[src/rtl/dma_csr_pkg.sv]
package dma_csr_pkg;

    typedef enum logic [0:0] {
        ST_STOPPED = 1'b0,
        ST_RUNNING = 1'b1
    } run_state_e;

    localparam int CAUSES  = 4;
    localparam int CZ_DONE = 0;
    localparam int CZ_TC   = 1;
    localparam int CZ_LAST = 2;
    localparam int CZ_ERR  = 3;

    localparam int MODE_W      = 2;
    localparam int CTL_EN_LSB  = 4;
    localparam int OP_START    = 0;
    localparam int OP_STOP     = 1;
    localparam int STS_LINK    = 12;
    localparam int STS_CZ_LSB  = 13;
    localparam int STS_ADDL    = 17;
    localparam int STS_INT     = 18;

    localparam logic [MODE_W-1:0] MODE_NORMAL = 2'd1;
    localparam logic [MODE_W-1:0] MODE_LINK   = 2'd2;

endpackage

[src/rtl/dma_run_fsm.sv]
module dma_run_fsm
    import dma_csr_pkg::*;
(
    input  logic clk,
    input  logic rst_n,
    input  logic go,
    input  logic halt_sw,
    input  logic halt_ev,
    output logic running
);

    run_state_e state_q;
    run_state_e state_d;

    always_comb begin
        state_d = state_q;
        unique case (state_q)
            ST_STOPPED: if (go && !halt_sw) state_d = ST_RUNNING;   // GO
            ST_RUNNING: if (halt_sw || halt_ev) state_d = ST_STOPPED; // HALT_SW / HALT_EV
            default:    state_d = ST_STOPPED;
        endcase
    end

    always_ff @(posedge clk) begin
        if (!rst_n) state_q <= ST_STOPPED;
        else        state_q <= state_d;
    end

    always_comb begin
        running = (state_q == ST_RUNNING);
    end

endmodule

[src/rtl/dma_cause_bank.sv]
module dma_cause_bank #(
    parameter int N = 4
) (
    input  logic         clk,
    input  logic         rst_n,
    input  logic [N-1:0] set_vec,
    input  logic [N-1:0] clr_vec,
    output logic [N-1:0] stat
);

    for (genvar i = 0; i < N; i++) begin : g_cause
        always_ff @(posedge clk) begin
            if (!rst_n) stat[i] <= 1'b0;
            else        stat[i] <= (stat[i] & ~clr_vec[i]) | set_vec[i];
        end
    end

endmodule

[src/rtl/dma_ctl_reg.sv]
module dma_ctl_reg
    import dma_csr_pkg::*;
#(
    parameter int DW = 32,
    parameter int N  = 4
) (
    input  logic              clk,
    input  logic              rst_n,
    input  logic              wr_en,
    input  logic [DW-1:0]     wdata,
    output logic [MODE_W-1:0] mode,
    output logic [N-1:0]      en,
    output logic [N-1:0]      en_clr
);

    always_ff @(posedge clk) begin
        if (!rst_n) begin
            mode <= '0;
            en   <= '0;
        end else if (wr_en) begin
            mode <= wdata[MODE_W-1:0];
            en   <= wdata[CTL_EN_LSB +: N];
        end
    end

    assign en_clr = wr_en ? ~wdata[CTL_EN_LSB +: N] : '0;

endmodule

[src/rtl/dma_read_mux.sv]
module dma_read_mux
    import dma_csr_pkg::*;
#(
    parameter int              AW        = 8,
    parameter int              DW        = 32,
    parameter int              N         = 4,
    parameter int              SW        = 12,
    parameter logic [SW-1:0]   STREAM_ID = '0,
    parameter logic [AW-1:0]   A_CTL     = 8'h54,
    parameter logic [AW-1:0]   A_OP      = 8'h58,
    parameter logic [AW-1:0]   A_STS     = 8'h60,
    parameter logic [AW-1:0]   A_VSTS    = 8'h68
) (
    input  logic [AW-1:0]     addr,
    input  logic [MODE_W-1:0] mode,
    input  logic [N-1:0]      en,
    input  logic [N-1:0]      stat,
    input  logic              running,
    input  logic              link_ready,
    input  logic              irq,
    output logic [DW-1:0]     rdata
);

    always_comb begin
        rdata = '0;
        if (addr == A_CTL) begin
            rdata[MODE_W-1:0]       = mode;
            rdata[CTL_EN_LSB +: N]  = en;
        end else if (addr == A_OP) begin
            rdata[OP_START] = running;
            rdata[OP_STOP]  = !running;
        end else if (addr == A_STS || addr == A_VSTS) begin
            rdata[SW-1:0]          = STREAM_ID;
            rdata[STS_LINK]        = link_ready;
            rdata[STS_CZ_LSB +: N] = stat;
            rdata[STS_ADDL]        = 1'b0;
            rdata[STS_INT]         = irq;
        end
    end

endmodule

[src/rtl/dma_chan_csr.sv]
module dma_chan_csr
    import dma_csr_pkg::*;
#(
    parameter int            AW        = 8,
    parameter int            DW        = 32,
    parameter int            SW        = 12,
    parameter logic [SW-1:0] STREAM_ID = 12'h3C5,
    parameter logic [AW-1:0] A_CTL     = 8'h54,
    parameter logic [AW-1:0] A_OP      = 8'h58,
    parameter logic [AW-1:0] A_STS     = 8'h60,
    parameter logic [AW-1:0] A_VSTS    = 8'h68
) (
    input  logic          clk,
    input  logic          rst_n,
    input  logic          reg_wr,
    input  logic          reg_rd,
    input  logic [AW-1:0] reg_addr,
    input  logic [DW-1:0] reg_wdata,
    output logic [DW-1:0] reg_rdata,
    input  logic          ev_done,
    input  logic          ev_last_link,
    input  logic          ev_error,
    input  logic          ev_total_count,
    input  logic          ev_link_ready,
    output logic          chan_running,
    output logic [1:0]    chan_mode,
    output logic          irq
);

    localparam int N = CAUSES;

    logic         ctl_wr, op_wr, vol_rd;
    logic         start_bit, stop_bit, go_eff;
    logic [N-1:0] en, stat, en_clr, set_vec, clr_vec, ev_vec;

    assign ctl_wr    = reg_wr && (reg_addr == A_CTL);
    assign op_wr     = reg_wr && (reg_addr == A_OP);
    assign vol_rd    = reg_rd && (reg_addr == A_VSTS);
    assign start_bit = op_wr && reg_wdata[OP_START];
    assign stop_bit  = op_wr && reg_wdata[OP_STOP];
    assign go_eff    = start_bit && !stop_bit;

    always_comb begin
        ev_vec          = '0;
        ev_vec[CZ_DONE] = ev_done;
        ev_vec[CZ_TC]   = ev_total_count;
        ev_vec[CZ_LAST] = ev_last_link;
        ev_vec[CZ_ERR]  = ev_error;
        set_vec          = chan_running ? ev_vec : '0;
        set_vec[CZ_DONE] = set_vec[CZ_DONE] | stop_bit;
        clr_vec          = en_clr | ((go_eff || vol_rd) ? {N{1'b1}} : '0);
    end

    dma_run_fsm u_fsm (
        .clk     (clk),
        .rst_n   (rst_n),
        .go      (start_bit),
        .halt_sw (stop_bit),
        .halt_ev (ev_done || ev_last_link || ev_error),
        .running (chan_running)
    );

    dma_ctl_reg #(.DW(DW), .N(N)) u_ctl (
        .clk    (clk),
        .rst_n  (rst_n),
        .wr_en  (ctl_wr),
        .wdata  (reg_wdata),
        .mode   (chan_mode),
        .en     (en),
        .en_clr (en_clr)
    );

    dma_cause_bank #(.N(N)) u_bank (
        .clk     (clk),
        .rst_n   (rst_n),
        .set_vec (set_vec),
        .clr_vec (clr_vec),
        .stat    (stat)
    );

    assign irq = |(stat & en);

    dma_read_mux #(
        .AW(AW), .DW(DW), .N(N), .SW(SW), .STREAM_ID(STREAM_ID),
        .A_CTL(A_CTL), .A_OP(A_OP), .A_STS(A_STS), .A_VSTS(A_VSTS)
    ) u_rmux (
        .addr       (reg_addr),
        .mode       (chan_mode),
        .en         (en),
        .stat       (stat),
        .running    (chan_running),
        .link_ready (ev_link_ready),
        .irq        (irq),
        .rdata      (reg_rdata)
    );

endmodule

[config.mk]
export PLATFORM = sky130hd
export DESIGN_NAME = dma_chan_csr
export DESIGN_NICKNAME = d
export VERILOG_FILES = /design/src/rtl/dma_csr_pkg.sv /design/src/rtl/dma_run_fsm.sv /design/src/rtl/dma_cause_bank.sv /design/src/rtl/dma_ctl_reg.sv /design/src/rtl/dma_read_mux.sv /design/src/rtl/dma_chan_csr.sv
export SDC_FILE = /design/constraint.sdc
export NUM_CORES = 1
export LEC_CHECK = 0
export ABC_AREA = 1
export BUFFER_PORTS_ARGS = -buffer_cell sky130_fd_sc_hd__buf_2
export CAP_MARGIN = 0
export CORE_ASPECT_RATIO = 1.25
export CORE_MARGIN = 2
export CORE_UTILIZATION = 30
export CTS_BUF_LIST = sky130_fd_sc_hd__clkbuf_16
export DETAILED_ROUTE_END_ITERATION = 8
export GPL_TIMING_DRIVEN = 0
export HOLD_SLACK_MARGIN = 0.05
export PLACE_DENSITY = 0.71
export SLEW_MARGIN = 20
export SYNTH_ARGS = -nofsm -noshare
export SYNTH_HDL_FRONTEND = slang
export SYNTH_SLANG_ARGS = --single-unit
[constraint.sdc]
create_clock -name clk -period 2.35 [get_ports clk]
set_input_delay 0.47 -clock clk [delete_from_list [all_inputs] [get_ports clk]]
set_output_delay 0.47 -clock clk [all_outputs]
set_load 0.01 [all_outputs]
==> impl_summary.log, run 1 <==
INFO  metric uppermost_layer_routed = met4
INFO  metric synthSimpleGateAreaFrac = 0.364
INFO  metric clk_pin_slew = 0.04 ns
INFO  metric num-nets-final = ~250
INFO  metric clock_sinks = 11
INFO  metric hpwlAfterDp = 1700 um
INFO  metric final_common_cell = buf_2
INFO  metric power_leakage = 0.753 nW
INFO  metric cts_hold_buffers = 0
INFO  metric place_congestion = 0.811
INFO  metric worst_hold_startpoint = u_ctl.mode[0]
INFO  metric post_cts_resized = 0
INFO  metric wire_per_inst = 8.49 um
INFO  metric maxCapViolations = 0
INFO  metric grt_pass1_wl = 3460 um
INFO  metric antenna_cells = 0
INFO  metric endpoint_kind = output pin
INFO  metric die_area = 3420 um2
INFO  metric wl_met2 = 994 um
INFO  metric fmax = 502 MHz
INFO  metric finalSetupTns = 0 ns
INFO  metric timing_hold_violations_final = 0
INFO  metric routed-wl-met3 = between 100 and 150 um
INFO  metric tritoncts.num_buffers = 3
INFO  metric met1_length = 794 um
INFO  metric vias_per_cell = 4.00
INFO  metric layout-area-overhead-vs-synth = 43.7%
INFO  metric ys_seq_elements = 11
INFO  metric groute.usage.overall = 0.133
INFO  metric placementRows = 22
INFO  metric detailedRoute.firstPassIterationCount = 4
INFO  metric placeableCoreArea = approximately 2900 um2
INFO  metric placed_cells = 229
INFO  metric synthDistinctLibCells = 23
INFO  metric yosysSeqAreaShare = 0.247
INFO  metric endpoint_of_the_worst_hold_timing_path = u_ctl.mode[0]
INFO  metric grt-ovfl-total = 0
INFO  metric power.ir.vdd_worst = 0.245 mV
INFO  metric finished_layout_cells = 233
INFO  metric io_buffer_count = 41
INFO  metric setup.worst_path.start_class = primary input
INFO  metric tritoncts_clock_tree = built
INFO  metric layout.cells.most_common_list = buf_2, inv_1, nor2_1
INFO  metric unrepaired_setup_endpoints_after_global_routing = false
INFO  metric layout-drive-gt1-share = 0.396
INFO  metric ctsLongestPathBuffers = 2
INFO  metric worst_ep_required_time = 1.88 ns
INFO  metric synth-warning-count = 0
INFO  metric syn-instance-count = between 100 and 150
INFO  metric synth.area.mux_share = 0
INFO  metric regToRegSetupSlack = between 1.5 and 2 ns
INFO  metric r2r_end = u_fsm.running
INFO  metric finalCritPeriodShare = 0.848
INFO  metric hold_path_class = flop to flop
INFO  metric buf_inv_on_cp = 5
INFO  metric finClkSkew = 0.00273 ns
INFO  metric initial_core_util = 0.308
INFO  metric critPathArrivalTime = 1.52 ns
INFO  metric boundaryPins = 85
INFO  metric reg2reg_depth = 3
INFO  metric timing.hold.ws = ~0.47 ns
INFO  metric path_delay_family = buffers and inverters
INFO  metric synth_compound_area_frac = 0.0983
INFO  metric wl = 1980 um
INFO  metric synth_xor_area_frac = 0
INFO  metric insertion_delay = 0.24 ns
INFO  metric reg2reg_from = u_fsm.running
INFO  metric hold_path_depth = 2
INFO  metric crit_slowest_cell = nand4_2
INFO  metric clock_tree.htree_level_count = 1
INFO  metric postLayoutSetupSlackWorst = 0.357 ns
INFO  metric worst_path_largest_cell_delay = 0.26 ns
INFO  metric number_of_antenna_violations_at_the_first_check_in_global_routing = 0
INFO  metric power.density = 456 nW/um2
INFO  metric vertical_die_dimension = 64.9 um
INFO  metric cts.root.buffer_cell = clkbuf_16
INFO  metric criticalPathCategory = primary input to output pin
INFO  metric pre_cts_slack = 0.343 ns
INFO  metric grt_start_max_net_pins = 11
INFO  metric drc_errors = 0
INFO  metric syn-mean-instance-area = 6.55 um2
INFO  metric final-setup-viol-count = 0
INFO  metric nFillCells = 324
INFO  metric synthAdderAreaFrac = 0
INFO  metric via_count_of_the_first_global_routing_pass = 888
INFO  metric width_of_the_die = 52.7 um
INFO  metric outcome = completed
INFO  metric post_cts_buffers = 0
INFO  metric timing_max_transition_violations_final = 0
INFO  metric crit_fanout = 10
INFO  metric antenna_left = 0
INFO  metric drt_first_iter_violations = 10
INFO  metric largest_family_of_logic_cells_by_synthesized_area = simple AND/OR/NAND/NOR gates
INFO  metric detailroute.via_count = between 900 and 1000
INFO  metric min_period = 1.99 ns
INFO  metric timing.critical_path.cells = buf_2, inv_1, nand2_4, nor3_2, nand4_2, inv_1, buf_4, buf_2
INFO  metric post_synthesis_instance_area = 891 um2
[Yosys cell counts (all sizes together)]
library cell | count | area (um2)
inv | 30 | 113
nand2 | 24 | 105
nor2 | 24 | 116
buf | 19 | 143
dfxtp | 11 | 220
a21oi | 8 | 40.0
nand4 | 7 | 65.1
o21ai | 4 | 20.0
o22ai | 3 | 18.8
nand3 | 2 | 22.5
nor3 | 2 | 15.0
conb | 1 | 3.75
o221ai | 1 | 8.76
[final cells by class]
type                            count  area (um2)  area share
Multi-Input combinational cell     92         475       0.371
Sequential cell                    11         220       0.172
Timing Repair Buffer               41         205       0.160
Buffer                             19         143       0.111
Inverter                           30         113      0.0880
Clock buffer                        3        75.1      0.0587
Tap cell                           36        45.0      0.0352
Clock inverter                      1        3.75     0.00293
[where the power goes]
part	total, mW	internal (mW)	switching (mW)
Combinational	0.0853	0.0393	0.0460
Sequential	0.188	0.188	0.000116
Clock	0.311	0.224	0.0871
Total	0.584	0.451	0.133
[how the worst max path moves through the flow]
| stage | startpoint | endpoint | slack (ns) | cells past startpoint |
|---|---|---|---|---|
| after floorplan | reg_addr[7] | reg_rdata[8] | 0.62 | 6 |
| after detailed placement | reg_addr[7] | reg_rdata[8] | 0.34 | 8 |
| after global placement | reg_addr[7] | reg_rdata[8] | 0.35 | 8 |
| final | reg_addr[7] | reg_rdata[8] | 0.36 | 8 |
| after global routing | reg_addr[7] | reg_rdata[8] | 0.22 | 8 |
| after CTS | reg_addr[7] | reg_rdata[8] | 0.34 | 8 |
[stage by stage]
stage | instance area [um2] | power (mW) | utilization
after floorplan | 951 | 0.247 | -
after global placement | 1200 | 0.275 | 0.416
after detailed placement | 1200 | 0.276 | 0.416
after CTS | 1280 | 0.585 | 0.443
after global routing | 1280 | 0.605 | 0.443
final | 1280 | 0.584 | 0.443
[sequential cells by signal, indices dropped and copies added, names as in the netlist]
| register | cells |
|---|---|
| u_bank.stat | 4 |
| u_fsm.running | 1 |
| u_ctl.mode | 2 |
| u_ctl.en | 4 |
[kinds of logic (layout without fill, tap and decap cells)]
group | Yosys count | in the layout
simple gates | 59 | 59
buf+inv | 49 | 94
compound gates | 16 | 16
flops | 11 | 11
other cells | 1 | 17
[routing by layer]
layer / global-route usage / vias to the layer above
met5: 0 / -
met4: 0.0801 / 0
met3: 0.0184 / 5
met2: 0.241 / 36
met1: 0.139 / 387
li1: - / 503
[worst register-to-register path, cell delays in order (launching register included)]
cell     delay (ns)
dfxtp_1        0.44
inv_1          0.12
a21oi_1        0.13
nor2_1         0.05
Note: power is estimated with default switching activity, not from simulation.
==> run 2: changes to the inputs <==
Settings changed: ABC_AREA 1 to 0, PLACE_DENSITY 0.71 to 0.73.
Clock period 2.35 ns to 2 ns, I/O delays scaled along.
==> impl_summary.log, run 2 <==
INFO  metric via_count_of_the_first_global_routing_pass = 830 (was 888)
INFO  metric timing_max_transition_violations_final = 0 (unchanged)
INFO  metric worst_ep_required_time = 1.60 ns (was 1.88 ns)
INFO  metric grt-ovfl-total = 0 (unchanged)
INFO  metric finalCritPeriodShare = 0.906
INFO  metric unrepaired_setup_endpoints_after_global_routing = false (unchanged)
INFO  metric boundaryPins = 85 (unchanged)
INFO  metric register_area = 220 um2 (unchanged)
INFO  metric clock_tree.htree_level_count = 1 (unchanged)
INFO  metric reg.largest.list = u_bank.stat (4), u_ctl.en (4), u_ctl.mode (2) (unchanged)
INFO  metric hpwlAfterDp = 1840 um (was 1700 um)
INFO  metric postSynth.asyncResetShare = 0 (unchanged)
INFO  metric die_area = 3170 um2 (was 3420 um2)
INFO  metric placementRows = 21 (was 22)
INFO  metric crit_fanout = 7 (was 10)
INFO  metric clock_sinks = 11 (unchanged)
INFO  metric buf_inv_on_cp = 2 (was 5)
INFO  metric synth-warning-count = 0 (unchanged)
INFO  metric r2r_end = u_fsm.running (unchanged)
INFO  metric cts_hold_buffers = 0 (unchanged)
INFO  metric placeableCoreArea = 2630 um2 (was 2890 um2)
INFO  metric crit_slowest_cell = and4bb_2 (was nand4_2)
INFO  metric area_leader_netlist = dfxtp_1 (unchanged)
INFO  metric syn-instance-count = 100 (was 136)
INFO  metric grt_pass1_wl = 3750 um (was 3460 um)
INFO  metric hold_path_class = primary input to flop (was flop to flop)
INFO  metric nFillCells = 282 (was 324)
INFO  metric syn-mean-instance-area = 8.20 um2 (was 6.55 um2)
INFO  metric tritoncts_clock_tree = built (unchanged)
INFO  metric outcome = completed (unchanged)
INFO  metric worst_hold_startpoint = ev_total_count (was u_ctl.mode[0])
INFO  metric place_congestion = 0.764 (was 0.811)
INFO  metric power.ir.vdd_worst = 0.261 mV (was 0.245 mV)
INFO  metric ys_seq_elements = 11 (unchanged)
INFO  metric num-nets-final = 212 (was 247)
INFO  metric hold_path_depth = 3 (was 2)
INFO  metric finClkSkew = 0.000815 ns (was 0.00273 ns)
INFO  metric timing.hold.ws = 0.415 ns (was 0.470 ns)
INFO  metric layout-drive-gt1-share = 0.469 (was 0.396)
INFO  metric wire_per_inst = 12.0 um (was 8.49 um)
INFO  metric finish.instance_area = 1220 um2 (was 1280 um2)
INFO  metric postLayoutSetupSlackWorst = 0.188 ns (was 0.357 ns)
INFO  metric layout.cells.most_common_list = buf_2, buf_4, conb_1 (was buf_2, inv_1, nor2_1)
INFO  metric ctsLongestPathBuffers = 2 (unchanged)
INFO  metric wl = 2360 um (was 1980 um)
INFO  metric setup.worst_path.start_class = primary input (unchanged)
INFO  metric reg2reg_depth = 4 (was 3)
INFO  metric layout-area-overhead-vs-synth = 49.3% (was 43.7%)
INFO  metric ys_top_cells_by_area = dfxtp_1, buf_4, nand2_1 (was dfxtp_1, buf_4, inv_1)
INFO  metric path_delay_family = simple AND/OR/NAND/NOR gates (was buffers and inverters)
INFO  metric groute.usage.overall = 0.148 (was 0.133)
INFO  metric timing.critical_path.cells = buf_2, and4bb_2, and2_1, and2_1, buf_2 (was buf_2, inv_1, nand2_4, nor3_2, nand4_2, inv_1, buf_4, buf_2)
INFO  metric synthDistinctLibCells = 33 (was 23)
INFO  metric maxCapViolations = 0 (unchanged)
INFO  metric grt_start_max_net_pins = 11 (unchanged)
INFO  metric post_dp_cell_area = 1130 um2 (was 1200 um2)
INFO  metric min_period = 1.81 ns
INFO  metric tritoncts.num_buffers = 3 (unchanged)
INFO  metric reg2reg_from = u_fsm.running (unchanged)
INFO  metric antenna_cells = 0 (unchanged)
INFO  metric number_of_antenna_violations_at_the_first_check_in_global_routing = 0 (unchanged)
INFO  metric initial_core_util = 0.312 (was 0.308)
INFO  metric endpoint_kind = output pin (unchanged)
INFO  metric antenna_left = 0 (unchanged)
INFO  metric criticalPathCategory = primary input to output pin (unchanged)
INFO  metric vertical_die_dimension = 62.4 um (was 64.9 um)
INFO  metric critPathArrivalTime = 1.41 ns (was 1.52 ns)
INFO  metric synthFlopType = dfxtp_1 (unchanged)
INFO  metric finalSetupTns = 0 ns (unchanged)
INFO  metric ys_top_cells_by_count = buf_4, dfxtp_1, nand2_1 (was inv_1, nor2_1, nand2_1)
INFO  metric endpoint_of_the_worst_hold_timing_path = u_bank.stat[1] (was u_ctl.mode[0])
INFO  metric post_synthesis_instance_area = 820 um2 (was 891 um2)
INFO  metric cts.root.buffer_cell = clkbuf_16 (unchanged)
INFO  metric final-setup-viol-count = 0 (unchanged)
INFO  metric timing_hold_violations_final = 0 (unchanged)
INFO  metric power.density = 552 nW/um2 (was 456 nW/um2)
INFO  metric yosysSeqAreaShare = 0.269 (was 0.247)
INFO  metric width_of_the_die = 50.8 um (was 52.7 um)
INFO  metric netlist.area_leader.share = 0.269 (was 0.247)
INFO  metric drt_first_iter_violations = 24 (was 10)
INFO  metric synth_enable_flop_cells = 0 (unchanged)
INFO  metric insertion_delay = 0.24 ns (about the same)
INFO  metric multi_input_comb_area = 499 um2 (was 475 um2)
INFO  metric regToRegSetupSlack = 1.04 ns (was 1.51 ns)
INFO  metric drc_errors = 0 (unchanged)
INFO  metric final_common_cell = buf_2 (unchanged)
INFO  metric fmax = 552 MHz
INFO  metric worst_path_largest_cell_delay = 0.35 ns (was 0.26 ns)
INFO  metric io_buffer_count = 41 (unchanged)
INFO  metric pre_cts_slack = -0.0386 ns (was 0.343 ns)
INFO  metric clk_pin_slew = 0.04 ns (about the same)
INFO  metric detailedRoute.firstPassIterationCount = 4 (unchanged)
INFO  metric detailroute.via_count = 901 (was 931)
INFO  metric vias_per_cell = 4.60 (was 4.00)
INFO  metric power_leakage = 0.694 nW (was 0.753 nW)
INFO  metric yosysMostFrequentCell = buf_4 (was inv_1)
[run 2: cell count changes after synthesis, moves of 7 or more]
cell     change
inv_1       -25
nand2_1     -10
o21ai_1      +7
nor2_1      -18
[run 2: per-layer routing]
metal | track usage | wire [um]
met4 | 0.0676 | 41
met2 | 0.263 | 1180
met5 | 0 | 0
met3 | 0.0239 | 245
met1 | 0.167 | 884
[run 2: kinds of logic (layout without fill, tap and decap cells)]
kind of cell / Yosys count / in the layout / synth area share
AND/OR/NAND/NOR: 39 / 39 / 0.316
AO/OA/AOI/OAI: 24 / 24 / 0.183
buffers and inverters: 23 / 69 / 0.203
flip-flops: 11 / 11 / 0.269
multiplexers: 2 / 2 / 0.0244
other: 1 / 17 / 0.00458
[run 2: worst max path at each step]
stage | slack, ns | startpoint | to | cells after the start
global route | 0.09 | reg_addr[4] | reg_rdata[18] | 5
floorplan | 0.29 | reg_addr[7] | reg_rdata[18] | 4
CTS | 0.006 | reg_addr[2] | reg_rdata[18] | 6
finish | 0.19 | reg_addr[7] | reg_rdata[18] | 5
detailed placement | -0.04 | reg_addr[3] | reg_rdata[7] | 5
global placement | 0.02 | reg_addr[3] | reg_rdata[6] | 5
[run 2: report_power, final]
part | internal [mW] | switching [mW]
combinational | 0.0484 | 0.0497
clock | 0.262 | 0.0944
sequential | 0.220 | 0.000198
[run 2: final cells by class]
cell class / instances / area share
plain buffers: 21 / 0.130
clock inverters: 1 / 0.00307
clock buffers: 3 / 0.0613
flip-flops and latches: 11 / 0.180
repair buffers: 43 / 0.180
multi-input cells: 82 / 0.408
inverters: 1 / 0.00307
well taps: 34 / 0.0348
[run 2: repair_timing]
| item | in CTS | in global routing |
|---|---|---|
| endpoints found under the setup margin | 4 | 7 |
| gates resized for setup | 0 | 1 |
| pin swaps | 1 | 0 |
| setup buffers | 2 | 0 |
[run 2: worst reg2reg max path, cell delays in order, from the launching register on]
cell and delay, ns:
dfxtp_1 0.47, nand2_1 0.13, nand2_1 0.09, a31oi_1 0.04
a21boi_1 0.12
[run 2: stage by stage]
| stage | utilization | std cells | power, mW |
|---|---|---|---|
| floorplan | - | 116 | 0.282 |
| global placement | 0.429 | 191 | 0.315 |
| detailed placement | 0.429 | 191 | 0.317 |
| CTS | 0.465 | 197 | 0.674 |
| global route | 0.466 | 196 | 0.697 |
| finish | 0.466 | 196 | 0.675 |
==> run 3: changes to the inputs <==
Settings changed: BUFFER_PORTS_ARGS -buffer_cell sky130_fd_sc_hd__buf_2 to -buffer_cell sky130_fd_sc_hd__buf_4, CAP_MARGIN 0 to 30, CORE_UTILIZATION 30 to 35, PLACE_DENSITY 0.73 to 0.83.
==> impl_summary.log, run 3 (synthesis results as in run 2) <==
INFO  metric clock_tree.htree_level_count = 1 (unchanged)
INFO  metric grt_start_max_net_pins = 11 (unchanged)
INFO  metric width_of_the_die = 47.3 um (was 50.8 um)
INFO  metric num-nets-final = 213 (was 212)
INFO  metric wire_per_inst = 11.8 um (was 12.0 um)
INFO  metric io_buffer_count = 41 (unchanged)
INFO  metric via_count_of_the_first_global_routing_pass = 829 (was 830)
INFO  metric die_area = 2750 um2 (was 3170 um2)
INFO  metric path_delay_family = simple AND/OR/NAND/NOR gates (unchanged)
INFO  metric seq_power_share = 0.320 (was 0.327)
INFO  metric grt_pass1_wl = 3370 um (was 3750 um)
INFO  metric criticalPathCategory = primary input to output pin (unchanged)
INFO  metric detailedRoute.firstPassIterationCount = 4 (unchanged)
INFO  metric insertion_delay = 0.24 ns (about the same)
INFO  metric maxCapViolations = 0 (unchanged)
INFO  metric antenna_left = 0 (unchanged)
INFO  metric crit_slowest_cell = nor3_4 (was and4bb_2)
INFO  metric p_sw_frac = 0.211 (was 0.214)
INFO  metric tritoncts.num_buffers = 3 (unchanged)
INFO  metric initial_core_util = 0.371 (was 0.312)
INFO  metric reg.largest.list = u_bank.stat (4), u_ctl.en (4), u_ctl.mode (2) (unchanged)
INFO  metric fmax = 548 MHz (was 552 MHz)
INFO  metric final_common_cell = buf_4 (was buf_2)
INFO  metric final-setup-viol-count = 0 (unchanged)
INFO  metric postLayoutCoreUtil = 0.602 (was 0.466)
INFO  metric wl = 2300 um (was 2360 um)
INFO  metric drt_first_iter_violations = 24 (unchanged)
INFO  metric timing_hold_violations_final = 0 (unchanged)
INFO  metric finished_layout_cells = 194 (was 196)
INFO  metric vias_per_cell = 4.66 (was 4.60)
INFO  metric setup.worst_path.start_class = primary input (unchanged)
INFO  metric cellInternalPower = 544 uW (was 531 uW)
INFO  metric detailroute.via_count = 905 (was 901)
INFO  metric number_of_antenna_violations_at_the_first_check_in_global_routing = 0 (unchanged)
INFO  metric power.ir.vdd_worst = 0.439 mV (was 0.261 mV)
INFO  metric power_leakage = 0.716 nW (was 0.694 nW)
INFO  metric min_period = 1.82 ns (was 1.81 ns)
INFO  metric outcome = completed (unchanged)
INFO  metric drc_errors = 0 (unchanged)
INFO  metric share_clk_of_total_power = 0.519 (was 0.528)
INFO  metric boundaryPins = 85 (unchanged)
INFO  metric placementRows = 19 (was 21)
INFO  metric clk_pin_slew = 0.04 ns (about the same)
INFO  metric timing_max_transition_violations_final = 0 (unchanged)
INFO  metric tritoncts_clock_tree = built (unchanged)
INFO  metric groute.usage.overall = 0.167 (was 0.148)
INFO  metric nFillCells = 198 (was 282)
INFO  metric p_total = 689 uW (was 675 uW)
INFO  metric timing.hold.ws = 0.407 ns (was 0.415 ns)
INFO  metric unrepaired_setup_endpoints_after_global_routing = false (unchanged)
INFO  metric cts.root.buffer_cell = clkbuf_16 (unchanged)
INFO  metric worst_ep_required_time = 1.60 ns (about the same)
INFO  metric finalCritPeriodShare = 0.912 (was 0.906)
INFO  metric layout-area-overhead-vs-synth = 62.3% (was 49.3%)
INFO  metric critPathArrivalTime = 1.42 ns (was 1.41 ns)
INFO  metric comb_power_share = 0.161 (was 0.145)
INFO  metric timing.critical_path.cells = buf_4, nor3_4, and2_2, a22o_1, a21o_1, buf_4 (was buf_2, and4bb_2, and2_1, and2_1, buf_2)
INFO  metric hold_path_class = primary input to flop (unchanged)
INFO  metric crit_fanout = 8 (was 7)
INFO  metric power.density = 518 nW/um2 (was 552 nW/um2)
INFO  metric layout.cells.most_common_list = buf_4, conb_1, dfxtp_1 (was buf_2, buf_4, conb_1)
INFO  metric crit_top_cell = buf_4
INFO  metric vertical_die_dimension = 58.1 um (was 62.4 um)
INFO  metric endpoint_kind = output pin (unchanged)
INFO  metric switchingPower = 145 uW (was 144 uW)
INFO  metric cts_hold_buffers = 0 (unchanged)
INFO  metric buf_inv_on_cp = 2 (unchanged)
INFO  metric finClkSkew = 0.000853 ns (was 0.000815 ns)
INFO  metric placed_cells = 188 (was 191)
INFO  metric clock_sinks = 11 (unchanged)
INFO  metric place_congestion = 0.801 (was 0.764)
INFO  metric worst_path_largest_cell_delay = 0.29 ns (was 0.35 ns)
INFO  metric antenna_cells = 0 (unchanged)
INFO  metric layout-drive-gt1-share = 0.472 (was 0.469)
INFO  metric grt-ovfl-total = 0 (unchanged)
INFO  metric ctsLongestPathBuffers = 2 (unchanged)
INFO  metric placeableCoreArea = 2210 um2 (was 2630 um2)
-- run 3: cell types whose count changed in the layout (fill, tap and decap cells not counted), sizes merged --
| cell | before | now |
|---|---|---|
| buf | 64 | 65 |
-- run 3: worst reg2reg max path, cell delays in order (launching register included) --
cell,delay [ns]
dfxtp_1,0.47
nand2_1,0.13
nand2_1,0.09
a31oi_1,0.04
a21boi_1,0.12
-- run 3: power groups by stage --
stage	Sequential (mW)	Clock (mW)	Combinational [mW]
final	0.221	0.358	0.111
after global routing	0.221	0.366	0.120
after CTS	0.221	0.361	0.109
after detailed placement	0.224	0	0.105
after global placement	0.224	0	0.103
after floorplan	0.224	0	0.0572
-- run 3: metal layers --
layer | vias to the layer above | GRT usage | wire, um
met5 | - | 0 | 0
met4 | 0 | 0.0952 | 67
met3 | 7 | 0.0312 | 213
met2 | 47 | 0.292 | 1110
met1 | 402 | 0.176 | 907
li1 | 449 | - | -
-- run 3: final cells by class --
type	count	area, um2	area share
Clock inverter	1	3.75	0.00282
Clock buffer	3	75.1	0.0564
Tap cell	31	38.8	0.0292
Timing Repair Buffer	44	330	0.248
Sequential cell	11	220	0.166
Multi-Input combinational cell	82	499	0.375
Inverter	1	3.75	0.00282
Buffer	21	159	0.119
-- run 3: through the flow --
| stage | instance area (um2) | worst slack [ns] | setup TNS [ns] |
|---|---|---|---|
| floorplan | 880 | 0.288 | 0 |
| global placement | 1230 | 0.0370 | 0 |
| detailed placement | 1230 | -0.00758 | -0.0121 |
| CTS | 1330 | 0.0669 | 0 |
| global route | 1330 | 0.111 | 0 |
| finish | 1330 | 0.176 | 0 |
-- run 3: final timing paths --
check / start / to / slack [ns] / cells past startpoint
setup reg to reg: u_fsm.running / u_fsm.running / 1.04 / 4
hold reg to reg: u_ctl.en[3] / u_ctl.en[3] / 0.49 / 2
hold / removal: ev_total_count / u_bank.stat[1] / 0.41 / 3
setup / recovery: reg_addr[2] / reg_rdata[0] / 0.18 / 6
-- run 3: repair_timing --
action | in CTS | in global routing
endpoints found under the setup margin | 4 | 1
gates resized for setup | 1 | 0
buffers inserted | 3 | 0
pin swaps | 1 | 0
